[src/rtl/fftseq_pkg.sv]
package fftseq_pkg;

  typedef enum logic [3:0] {
    S_IDLE, S_BR_EVAL, S_BR_RDA, S_BR_RDB, S_BR_WA, S_BR_WB,
    S_TW_RC, S_TW_RS, S_TW_CAP,
    S_BF_RDI, S_BF_RDJ, S_BF_WJ, S_BF_WI, S_DONE
  } seq_state_e;

  // reverse a 16-bit index, then drop to the 'keep' low bits
  function automatic logic [15:0] rev_index(input logic [15:0] v, input int unsigned keep);
    logic [15:0] r;
    for (int b = 0; b < 16; b++) r[15-b] = v[b];
    return r >> (16 - keep);
  endfunction

endpackage

[src/rtl/fftseq_twiddle.sv]
module fftseq_twiddle #(
  parameter int LOG2N = 10,
  parameter int DW    = 16,
  parameter int KW    = 4
) (
  input  logic                 clk,
  input  logic                 rst_n,
  input  logic [LOG2N-1:0]     pos,
  input  logic [KW-1:0]        kshift,
  input  logic                 cap_cos,
  input  logic                 cap_sin,
  input  logic signed [DW-1:0] tbl_data,
  output logic [LOG2N-1:0]     cos_idx,
  output logic [LOG2N-1:0]     sin_idx,
  output logic signed [DW-1:0] w_re,
  output logic signed [DW-1:0] w_im
);
  localparam int N = 1 << LOG2N;
  localparam logic [LOG2N-1:0] QTR = LOG2N'(N / 4);

  logic [LOG2N-1:0]     tj;
  logic signed [DW:0]   neg_s;

  assign tj      = pos << kshift;
  assign sin_idx = tj;
  assign cos_idx = tj + QTR;
  assign neg_s   = -$signed({tbl_data[DW-1], tbl_data});

  always_ff @(posedge clk) begin
    if (!rst_n) begin
      w_re <= '0;
      w_im <= '0;
    end else begin
      if (cap_cos) w_re <= tbl_data >>> 1;
      if (cap_sin) w_im <= DW'(neg_s >>> 1);
    end
  end
endmodule

[src/rtl/fftseq_bfly.sv]
module fftseq_bfly #(
  parameter int DW = 16
) (
  input  logic signed [DW-1:0] top_re,
  input  logic signed [DW-1:0] top_im,
  input  logic signed [DW-1:0] bot_re,
  input  logic signed [DW-1:0] bot_im,
  input  logic signed [DW-1:0] w_re,
  input  logic signed [DW-1:0] w_im,
  output logic signed [DW-1:0] sum_re,
  output logic signed [DW-1:0] sum_im,
  output logic signed [DW-1:0] dif_re,
  output logic signed [DW-1:0] dif_im
);
  function automatic logic signed [DW-1:0] mulq(input logic signed [DW-1:0] a,
                                                input logic signed [DW-1:0] b);
    logic signed [2*DW-1:0] p;
    p = (2*DW)'(a) * (2*DW)'(b);
    return DW'(p >>> (DW - 1));
  endfunction

  logic signed [DW-1:0] t_re, t_im, q_re, q_im;

  assign t_re   = mulq(w_re, bot_re) - mulq(w_im, bot_im);
  assign t_im   = mulq(w_re, bot_im) + mulq(w_im, bot_re);
  assign q_re   = top_re >>> 1;
  assign q_im   = top_im >>> 1;
  assign sum_re = q_re + t_re;
  assign sum_im = q_im + t_im;
  assign dif_re = q_re - t_re;
  assign dif_im = q_im - t_im;
endmodule

[src/rtl/fft_inplace_seq.sv]
module fft_inplace_seq
  import fftseq_pkg::*;
#(
  parameter int LOG2N = 10,
  parameter int DW    = 16
) (
  input  logic                 clk,
  input  logic                 rst_n,
  input  logic                 start,
  output logic                 busy,
  output logic                 done,
  output logic                 mem_re,
  output logic [LOG2N-1:0]     mem_raddr,
  input  logic signed [DW-1:0] mem_rdata_re,
  input  logic signed [DW-1:0] mem_rdata_im,
  output logic                 mem_we,
  output logic [LOG2N-1:0]     mem_waddr,
  output logic signed [DW-1:0] mem_wdata_re,
  output logic signed [DW-1:0] mem_wdata_im,
  output logic                 tbl_re,
  output logic [LOG2N-1:0]     tbl_addr,
  input  logic signed [DW-1:0] tbl_data
);
  localparam int AW = LOG2N;
  localparam int N  = 1 << LOG2N;
  localparam int KW = $clog2(LOG2N + 1);
  localparam logic [AW-1:0] LAST_BR = AW'(N - 2);
  localparam logic [AW-1:0] HALF    = AW'(N / 2);
  localparam logic [KW-1:0] K_INIT  = KW'(LOG2N - 1);

  seq_state_e state_q;
  logic [AW-1:0] m_br_q, pos_q, idx_q, span_q;
  logic [KW-1:0] k_q;
  logic signed [DW-1:0] hold_re_q, hold_im_q, sum_re_q, sum_im_q;

  // reorder index and its partner
  logic [15:0] br_m16, br_mr16;
  logic        br_swap;
  assign br_m16  = 16'(m_br_q);
  assign br_mr16 = rev_index(br_m16, LOG2N);
  assign br_swap = br_mr16 > br_m16;

  // butterfly addressing
  logic [AW-1:0] hi_addr;
  logic [AW:0]   idx_nx;
  assign hi_addr = idx_q + span_q;
  assign idx_nx  = {1'b0, idx_q} + {span_q, 1'b0};

  // twiddle fetch
  logic cap_cos, cap_sin;
  logic [AW-1:0] cos_idx, sin_idx;
  logic signed [DW-1:0] w_re, w_im;

  fftseq_twiddle #(.LOG2N(LOG2N), .DW(DW), .KW(KW)) u_tw (
    .clk(clk), .rst_n(rst_n), .pos(pos_q), .kshift(k_q),
    .cap_cos(cap_cos), .cap_sin(cap_sin), .tbl_data(tbl_data),
    .cos_idx(cos_idx), .sin_idx(sin_idx), .w_re(w_re), .w_im(w_im)
  );

  logic signed [DW-1:0] bf_sum_re, bf_sum_im, bf_dif_re, bf_dif_im;

  fftseq_bfly #(.DW(DW)) u_bf (
    .top_re(hold_re_q), .top_im(hold_im_q),
    .bot_re(mem_rdata_re), .bot_im(mem_rdata_im),
    .w_re(w_re), .w_im(w_im),
    .sum_re(bf_sum_re), .sum_im(bf_sum_im),
    .dif_re(bf_dif_re), .dif_im(bf_dif_im)
  );

  // named events for the checker
  logic ev_br_wr2, ev_bf_hi;
  assign ev_br_wr2 = (state_q == S_BR_WB);
  assign ev_bf_hi  = (state_q == S_BF_WJ);

  assign busy = (state_q != S_IDLE);
  assign done = (state_q == S_DONE);

  always_comb begin
    mem_re       = 1'b0;
    mem_raddr    = m_br_q;
    mem_we       = 1'b0;
    mem_waddr    = m_br_q;
    mem_wdata_re = mem_rdata_re;
    mem_wdata_im = mem_rdata_im;
    tbl_re       = 1'b0;
    tbl_addr     = cos_idx;
    cap_cos      = 1'b0;
    cap_sin      = 1'b0;
    unique case (state_q)
      S_BR_RDA: mem_re = 1'b1;
      S_BR_RDB: begin mem_re = 1'b1; mem_raddr = br_mr16[AW-1:0]; end
      S_BR_WA:  mem_we = 1'b1;
      S_BR_WB: begin
        mem_we       = 1'b1;
        mem_waddr    = br_mr16[AW-1:0];
        mem_wdata_re = hold_re_q;
        mem_wdata_im = hold_im_q;
      end
      S_TW_RC:  tbl_re = 1'b1;
      S_TW_RS:  begin tbl_re = 1'b1; tbl_addr = sin_idx; cap_cos = 1'b1; end
      S_TW_CAP: cap_sin = 1'b1;
      S_BF_RDI: begin mem_re = 1'b1; mem_raddr = idx_q; end
      S_BF_RDJ: begin mem_re = 1'b1; mem_raddr = hi_addr; end
      S_BF_WJ: begin
        mem_we       = 1'b1;
        mem_waddr    = hi_addr;
        mem_wdata_re = bf_dif_re;
        mem_wdata_im = bf_dif_im;
      end
      S_BF_WI: begin
        mem_we       = 1'b1;
        mem_waddr    = idx_q;
        mem_wdata_re = sum_re_q;
        mem_wdata_im = sum_im_q;
      end
      default: ;
    endcase
  end

  always_ff @(posedge clk) begin
    if (!rst_n) begin
      state_q   <= S_IDLE;
      m_br_q    <= '0;
      pos_q     <= '0;
      idx_q     <= '0;
      span_q    <= AW'(1);
      k_q       <= K_INIT;
      hold_re_q <= '0;
      hold_im_q <= '0;
      sum_re_q  <= '0;
      sum_im_q  <= '0;
    end else begin
      unique case (state_q)
        S_IDLE: if (start) begin
          m_br_q  <= AW'(1);
          state_q <= S_BR_EVAL;
        end
        S_BR_EVAL: begin
          if (br_swap)                state_q <= S_BR_RDA;
          else if (m_br_q == LAST_BR) begin
            span_q <= AW'(1); k_q <= K_INIT; pos_q <= '0; state_q <= S_TW_RC;
          end else begin
            m_br_q <= m_br_q + 1'b1;
          end
        end
        S_BR_RDA: state_q <= S_BR_RDB;
        S_BR_RDB: begin
          hold_re_q <= mem_rdata_re;
          hold_im_q <= mem_rdata_im;
          state_q   <= S_BR_WA;
        end
        S_BR_WA: state_q <= S_BR_WB;
        S_BR_WB: begin
          if (m_br_q == LAST_BR) begin
            span_q <= AW'(1); k_q <= K_INIT; pos_q <= '0; state_q <= S_TW_RC;
          end else begin
            m_br_q  <= m_br_q + 1'b1;
            state_q <= S_BR_EVAL;
          end
        end
        S_TW_RC:  state_q <= S_TW_RS;
        S_TW_RS:  state_q <= S_TW_CAP;
        S_TW_CAP: begin idx_q <= pos_q; state_q <= S_BF_RDI; end
        S_BF_RDI: state_q <= S_BF_RDJ;
        S_BF_RDJ: begin
          hold_re_q <= mem_rdata_re;
          hold_im_q <= mem_rdata_im;
          state_q   <= S_BF_WJ;
        end
        S_BF_WJ: begin
          sum_re_q <= bf_sum_re;
          sum_im_q <= bf_sum_im;
          state_q  <= S_BF_WI;
        end
        S_BF_WI: begin
          if (!idx_nx[AW]) begin
            idx_q   <= idx_nx[AW-1:0];
            state_q <= S_BF_RDI;
          end else if (pos_q != span_q - 1'b1) begin
            pos_q   <= pos_q + 1'b1;
            state_q <= S_TW_RC;
          end else if (span_q == HALF) begin
            state_q <= S_DONE;
          end else begin
            span_q  <= span_q << 1;
            k_q     <= k_q - 1'b1;
            pos_q   <= '0;
            state_q <= S_TW_RC;
          end
        end
        S_DONE:  state_q <= S_IDLE;
        default: state_q <= S_IDLE;
      endcase
    end
  end
endmodule

[config.mk]
export PLATFORM = sky130hd
export DESIGN_NAME = fft_inplace_seq
export DESIGN_NICKNAME = d
export VERILOG_FILES = /design/src/rtl/fftseq_pkg.sv /design/src/rtl/fftseq_twiddle.sv /design/src/rtl/fftseq_bfly.sv /design/src/rtl/fft_inplace_seq.sv
export SDC_FILE = /design/constraint.sdc
export NUM_CORES = 2
export LEC_CHECK = 0
export ABC_AREA = 1
export ABC_CLOCK_PERIOD_IN_PS = 28400
export CAP_MARGIN = 5
export CELL_PAD_IN_SITES_DETAIL_PLACEMENT = 2
export CELL_PAD_IN_SITES_GLOBAL_PLACEMENT = 2
export CORE_MARGIN = 2
export CORE_UTILIZATION = 39
export CTS_BUF_LIST = sky130_fd_sc_hd__clkbuf_4 sky130_fd_sc_hd__clkbuf_8 sky130_fd_sc_hd__clkbuf_16
export CTS_CLUSTER_SIZE = 8
export DETAILED_ROUTE_END_ITERATION = 10
export GPL_ROUTABILITY_DRIVEN = 0
export PLACE_DENSITY = 0.85
export SLEW_MARGIN = 20
export SYNTH_ARGS = -nofsm -noshare
export SYNTH_HDL_FRONTEND = slang
export SYNTH_SLANG_ARGS = --single-unit
[constraint.sdc]
create_clock -name clk -period 28.4 [get_ports clk]
set_clock_uncertainty 0.2 [all_clocks]
set_input_delay 8.52 -clock clk [delete_from_list [all_inputs] [get_ports clk]]
set_output_delay 8.52 -clock clk [all_outputs]
set_load 0.1 [all_outputs]
# Yosys cells after proc, flatten, opt, wreduce, memory -nomap -nowiden
# Index checks and enable logic that the tools add are counted.
classes:
  n_mux: 42
  n_shift: 1
  n_eq_ne: 24
  reduce_logical: 14
  magnitude_cmp: 1
  addsub: 14
  n_mul: 4
ops:
  columns: ["cell", "count"]
  rows:
  - ["10-bit two-way mux", 15]
  - ["10-bit one-hot mux with 3 select lines", 5]
  - ["16-bit one-hot mux with 3 select lines", 2]
  - ["15-bit by 16-bit multiplier with 31-bit output", 2]
  - ["16-bit by 16-bit multiplier with 31-bit output", 2]
  - ["4-bit one-hot mux with 13 select lines", 1]
  - ["4-bit two-way mux", 11]
  - ["15-bit by 16-bit adder with 16-bit output", 2]
  - ["15-bit by 16-bit subtractor with 16-bit output", 2]
  - ["4-bit == test, second input constant", 6]
  - ["10-bit by 1-bit adder with 10-bit output, second input constant", 2]
  - ["10-bit == test, second input constant", 2]
  - ["10-bit one-hot mux with 2 select lines", 1]
  - ["16-bit negation with 17-bit output", 1]
  - ["16-bit adder", 1]
  - ["4-bit by 3-bit == test with 1-bit output, second input constant", 4]
  - ["16-bit subtractor", 1]
  - ["2-bit != test, second input constant", 6]
  - ["4-bit one-hot mux with 3 select lines", 1]
  - ["10-bit by 11-bit adder with 11-bit output", 1]
  - ["10-bit adder", 1]
  - ["10-bit by 9-bit adder with 10-bit output, second input constant", 1]
  - ["10-bit > comparator", 1]
  - ["10-bit != test", 1]
  - ["other kinds (18)", 28]
totals:
  input_bits: 51
  out_inout_bits: 67
  register_bits: 143
  wordCells: 112

# Depth between registers and ports, before layout
depth:
  word_depth: 5
  mapped_depth: 55

# Cells and area by module
# Synthesis repeated with hierarchy kept, for this count alone.
hier_totals:
  hier_cells: 7253
  hier_area_um2: 53243.6
modules_own_cells:
  columns: ["mod", "area_each_um2", "instances", "seq_area_each_um2", "cells_per_inst"]
  rows:
  - ["fftseq_bfly", 43518.0, 1, 0.0, 5720]
  - ["fft_inplace_seq", 7692.4, 1, 2242.2, 1212]
  - ["fftseq_twiddle", 2033.2, 1, 620.6, 321]

# Worst setup path after synthesis
# Ideal clock, no wire load.
synth_timing:
  kind: "input -> output"
  start: "input mem_rdata_im[1]"
  end: "output mem_wdata_re[6]"
  stages: 35
  arrival_ns: 17.753
  n_path_buf: 3
  slack_ns: 1.927
  path_cell_list: "clkbuf_1 > buf_1 > nand2_1 > fa_1 > fa_1 > fa_1 > fa_1 > inv_1 > fa_1 > inv_1 > fa_1 > inv_1 > ha_1 > a21oi_1 > o21ai_0 > a21oi_1 > a21oi_1 > or2_2 > xor2_1 > inv_1 > ha_1 > nand2_1 > o21ai_0 > xor2_1 > inv_1 > ha_1 > clkbuf_1 > o21ai_0 > a21oi_1 > nor2_1 > o21ai_0 > nand2_1 > nand2_1 > nand2_1 > o21ai_0"
synth_between:
  elab_chain_cells: 4
synth_lines:
  columns: ["element", "line_no", "rtl"]
  rows:
  - ["start, declared", "fft_inplace_seq.sv:15", "input logic signed [DW-1:0] mem_rdata_im,"]
  - ["16-bit by 16-bit multiplier with 31-bit output", "fftseq_bfly.sv:18", "p = (2*DW)'(a) * (2*DW)'(b);"]
  - ["16-bit subtractor", "fftseq_bfly.sv:24", "assign t_re = mulq(w_re, bot_re) - mulq(w_im, bot_im);"]
  - ["15-bit by 16-bit subtractor with 16-bit output", "fftseq_bfly.sv:30", "assign dif_re = q_re - t_re;"]
  - ["16-bit one-hot mux with 3 select lines", "fft_inplace_seq.sv:89", "unique case (state_q)"]
  - ["end, declared", "fft_inplace_seq.sv:18", "output logic signed [DW-1:0] mem_wdata_re,"]
# Every way passes these cells.

# Worst setup path in the final report
layout_timing:
  start: "input mem_rdata_re[9]"
  end: "output mem_wdata_im[15]"
layout_between:
  elab_chain_cells: 4
layout_lines:
  columns: ["element", "line_no", "rtl"]
  rows:
  - ["start, declared", "fft_inplace_seq.sv:14", "input logic signed [DW-1:0] mem_rdata_re,"]
  - ["16-bit by 16-bit multiplier with 31-bit output", "fftseq_bfly.sv:18", null]
  - ["16-bit adder", "fftseq_bfly.sv:25", "assign t_im = mulq(w_re, bot_im) + mulq(w_im, bot_re);"]
  - ["15-bit by 16-bit subtractor with 16-bit output", "fftseq_bfly.sv:31", "assign dif_im = q_im - t_im;"]
  - ["16-bit one-hot mux with 3 select lines", "fft_inplace_seq.sv:89", null]
  - ["end, declared", "fft_inplace_seq.sv:19", "output logic signed [DW-1:0] mem_wdata_im,"]
# Every way passes these cells.

==> metrics.md <==
| Metric | Value |
|---|---|
| Nets | 8324 |
| Vias per inst | 5.566 |
| Min Clock Period, post-route | 28030 ps |
| Rows | 132 |
| Placed cells | 8571 |
| Async S/R FF share, synth | 0 |
| All-layer global routing usage | 0.3644 |
| Number of global-route vias before repair | 57550 |
| Seq cells post-synth | 143 |
| CTS Hold Bufs | 0 |
| Initial antenna violation count | 11 |
| HP Class | register to register |
| CP bufs+invs | 11 |
| Layout area overhead | 7.092% |
| Worst path slowest cell | fa_1 |
| Warnings, synthesis | 0 |
| Cell family contributing the most delay on the critical path | adder cells |
| Top_reg_cell synth | dfxtp_1 |
| Most frequent cells in the layout | inv_1 (1961), nand2_1 (1614), fa_1 (986), ha_1 (438), nor2_1 (306) |
| Syn Nets | 8396 |
| Fin area | 0.05462 mm^2 |
| Number of flops mapped to enable cells by yosys | 0 |
| Critical Path Start Type | input pin |
| Die Span X | 365.6 um |
| Die span in y | 365.6 um |
| Placed cell area | 0.05394 mm^2 |
| Fin crit share | 0.9870 |
| Post-Syn Area per Cell | 7.371 um^2 |
| Worst Max-Slew Pin Slew | 1300 ps |
| CP Data Required Time | 19680 ps |
| CP max FO | 32 |
| Most common cell on crit path | nand2_1 |
| Largest net degree at the start of global routing | 56 |
| Register area share after synthesis | 0.05613 |
| FILL cells | 15170 |
| Core footprint | 0.1296 mm^2 |
| Final std cells w/o fill | 8610 |
| Unrepaired setup endpoints after global routing | no |
| Die ar. | 0.1337 mm^2 |
| Via Count | 47930 |
| Slowest cell delay on critical path | 550 ps |
| Pleak | 31.92 nW |
| CTS H-tree lvls | 4 |
| Slew Viols, Final | 0 |
| GRT overflow | 0 |
| Final worst-path setup slack | 368.7 ps |
| Sink Count | 143 |
| Clock transition at the registers of the reported paths | 70 ps |
| # setup viols final | 0 |
| Outcome | completed |
| Top-Level Pins | 118 |
| CP Capture Type | output pin |
| Root Buffer | clkbuf_16 |
| Final ANT Viol Nets | 0 |
| Fmax | 35.67 MHz |
| Commonest non-fill, non-tap cell in the layout | inv_1 |
| Power Dens Cells | 24.72 mW/mm^2 |
| Share of cells above drive strength 1 | 0.03352 |
| Wirelength, routed | 241.0 mm |
| CTS max path bufs | 2 |
| Max_cap viols | 0 |
| IO Port Bufs | 117 |
| Final hold violation count | 0 |
| CTS tree | done |
| First-pass GRT wire length | 360.4 mm |
| WS Path Type | input pin to output pin |
| Drt first-iter violations | 3332 |
| Netlist cell types | 56 |
| Detailed-route DRC error count | 0 |
| Starting Density | 0.3934 |
| First-pass iteration count of the detailed router | 6 |
| CTS Buf Count | 17 |
| DP Worst Slack | 520.5 ps |
| Post-CTS sizing | 0 |
| Worst path arrival time | 19310 ps |
| Synth Instances | 6920 |
| Clock Latency Late Sink | 530 ps |
| Post-DP HPWL | 189.5 mm |
| Post-synthesis cell area | 0.05101 mm^2 |
| Post-CTS Repair Setup Buffers | 0 |
| WL/cell | 27.99 um |
| TNS Setup | 0 ps |
| Slew HR | 0.1263 |
| VDD IR-drop max | 50.26 uV |
==> power by group <==
part           leakage (nW)  switching (W)  internal, W
clock                 0.300       0.000131     0.000135
sequential             1.15      0.0000156     0.000210
combinational          30.5       0.000625     0.000233
==> worst register-to-register path, delay by kind of cell (launching register included) <==
family                   cells  cell delay (ps)
adder cells (fa/ha/maj)      9             4200
AO/OA/AOI/OAI               10             1630
buffers and inverters        9             1100
flip-flops                   1              940
AND/OR/NAND/NOR             19             2700
XOR/XNOR                     1              450
==> cells by family (layout without fill, tap and decap cells) <==
logic type	Yosys count	after routing	synth area share
buffers and inverters	2278	2219	0.1680
AND/OR/NAND/NOR	2219	2219	0.1748
adder cells (fa/ha/maj)	1425	1425	0.4947
AO/OA/AOI/OAI	669	669	0.07447
XOR/XNOR	186	186	0.03194
flip-flops	143	143	0.05613
other	0	7	0
==> sequential cells by signal, indices dropped and copies added, names as in the netlist <==
signal / cells
sum_im_q: 16
sum_re_q: 16
u_tw.w_re: 15
u_tw.w_im: 16
m_br_q: 10
idx_q: 10
hold_im_q: 16
state_q: 4
k_q: 4
hold_re_q: 16
span_q: 10
pos_q: 10
==> through the flow <==
| stage | hold WS (ps) | total power (W) | util |
|---|---|---|---|
| after detailed placement | 284.5 | 0.001049 | 0.4161 |
| final | 300.7 | 0.001350 | 0.4213 |
| after floorplan | 245.2 | 0.0007411 | - |
| after CTS | 296.9 | 0.001327 | 0.4208 |
| after global placement | 252.7 | 0.0009801 | 0.4160 |
| after global routing | 340.7 | 0.001412 | 0.4213 |
==> final cells by class <==
type                            count  area (um^2)  area share
Multi-Input combinational cell   4499        39620      0.7254
Inverter                         1970         7395      0.1354
Sequential cell                   143         2865     0.05245
Tap cell                         1742         2180     0.03990
Timing Repair Buffer              217         1929     0.03532
Clock buffer                       18        439.2    0.008040
Clock inverter                     14        175.2    0.003207
Antenna cell                        7        17.52   0.0003207
==> cell usage after synthesis, drive strengths merged (2+ instances only) <==
master	n	share of area
a211oi	6	0.00088
a21o	24	0.0035
a21oi	284	0.028
a221oi	8	0.0014
a22oi	5	0.00074
a31oi	17	0.0021
and2	2	0.00025
buf	38	0.0032
clkbuf	270	0.020
dfxtp	143	0.056
fa	986	0.39
ha	439	0.11
inv	1969	0.14
nand2	1620	0.12
nand2b	2	0.00025
nand3	142	0.014
nand3b	7	0.0010
nand4	32	0.0043
nor2	315	0.023
nor3	52	0.0056
nor3b	6	0.00088
nor4	10	0.0013
o2111ai	34	0.0058
o211ai	17	0.0025
o21a	11	0.0016
o21ai	220	0.022
o21bai	20	0.0029
o221ai	7	0.0012
o22ai	8	0.00098
o31ai	2	0.00029
or2	27	0.0033
or3	3	0.00037
xnor2	57	0.0098
xor2	129	0.022
==> path summary, 6_finish.rpt <==
path                    from          endpoint  slack, ps  cells after the start
min reg2reg      sum_im_q[0]       sum_im_q[0]        300                      2
max reg2reg     u_tw.w_im[6]      sum_im_q[15]      17100                     48
max          mem_rdata_re[9]  mem_wdata_im[15]        370                     52
min              sum_im_q[0]       sum_im_q[0]        300                      2
==> metal layers <==
metal / track usage / wire length [um]
met5: 0 / 22
met2: 0.6324 / 119200
met4: 0.2500 / 18240
met3: 0.07064 / 16830
met1: 0.4025 / 86690
Note: power is estimated with default switching activity, not from simulation.
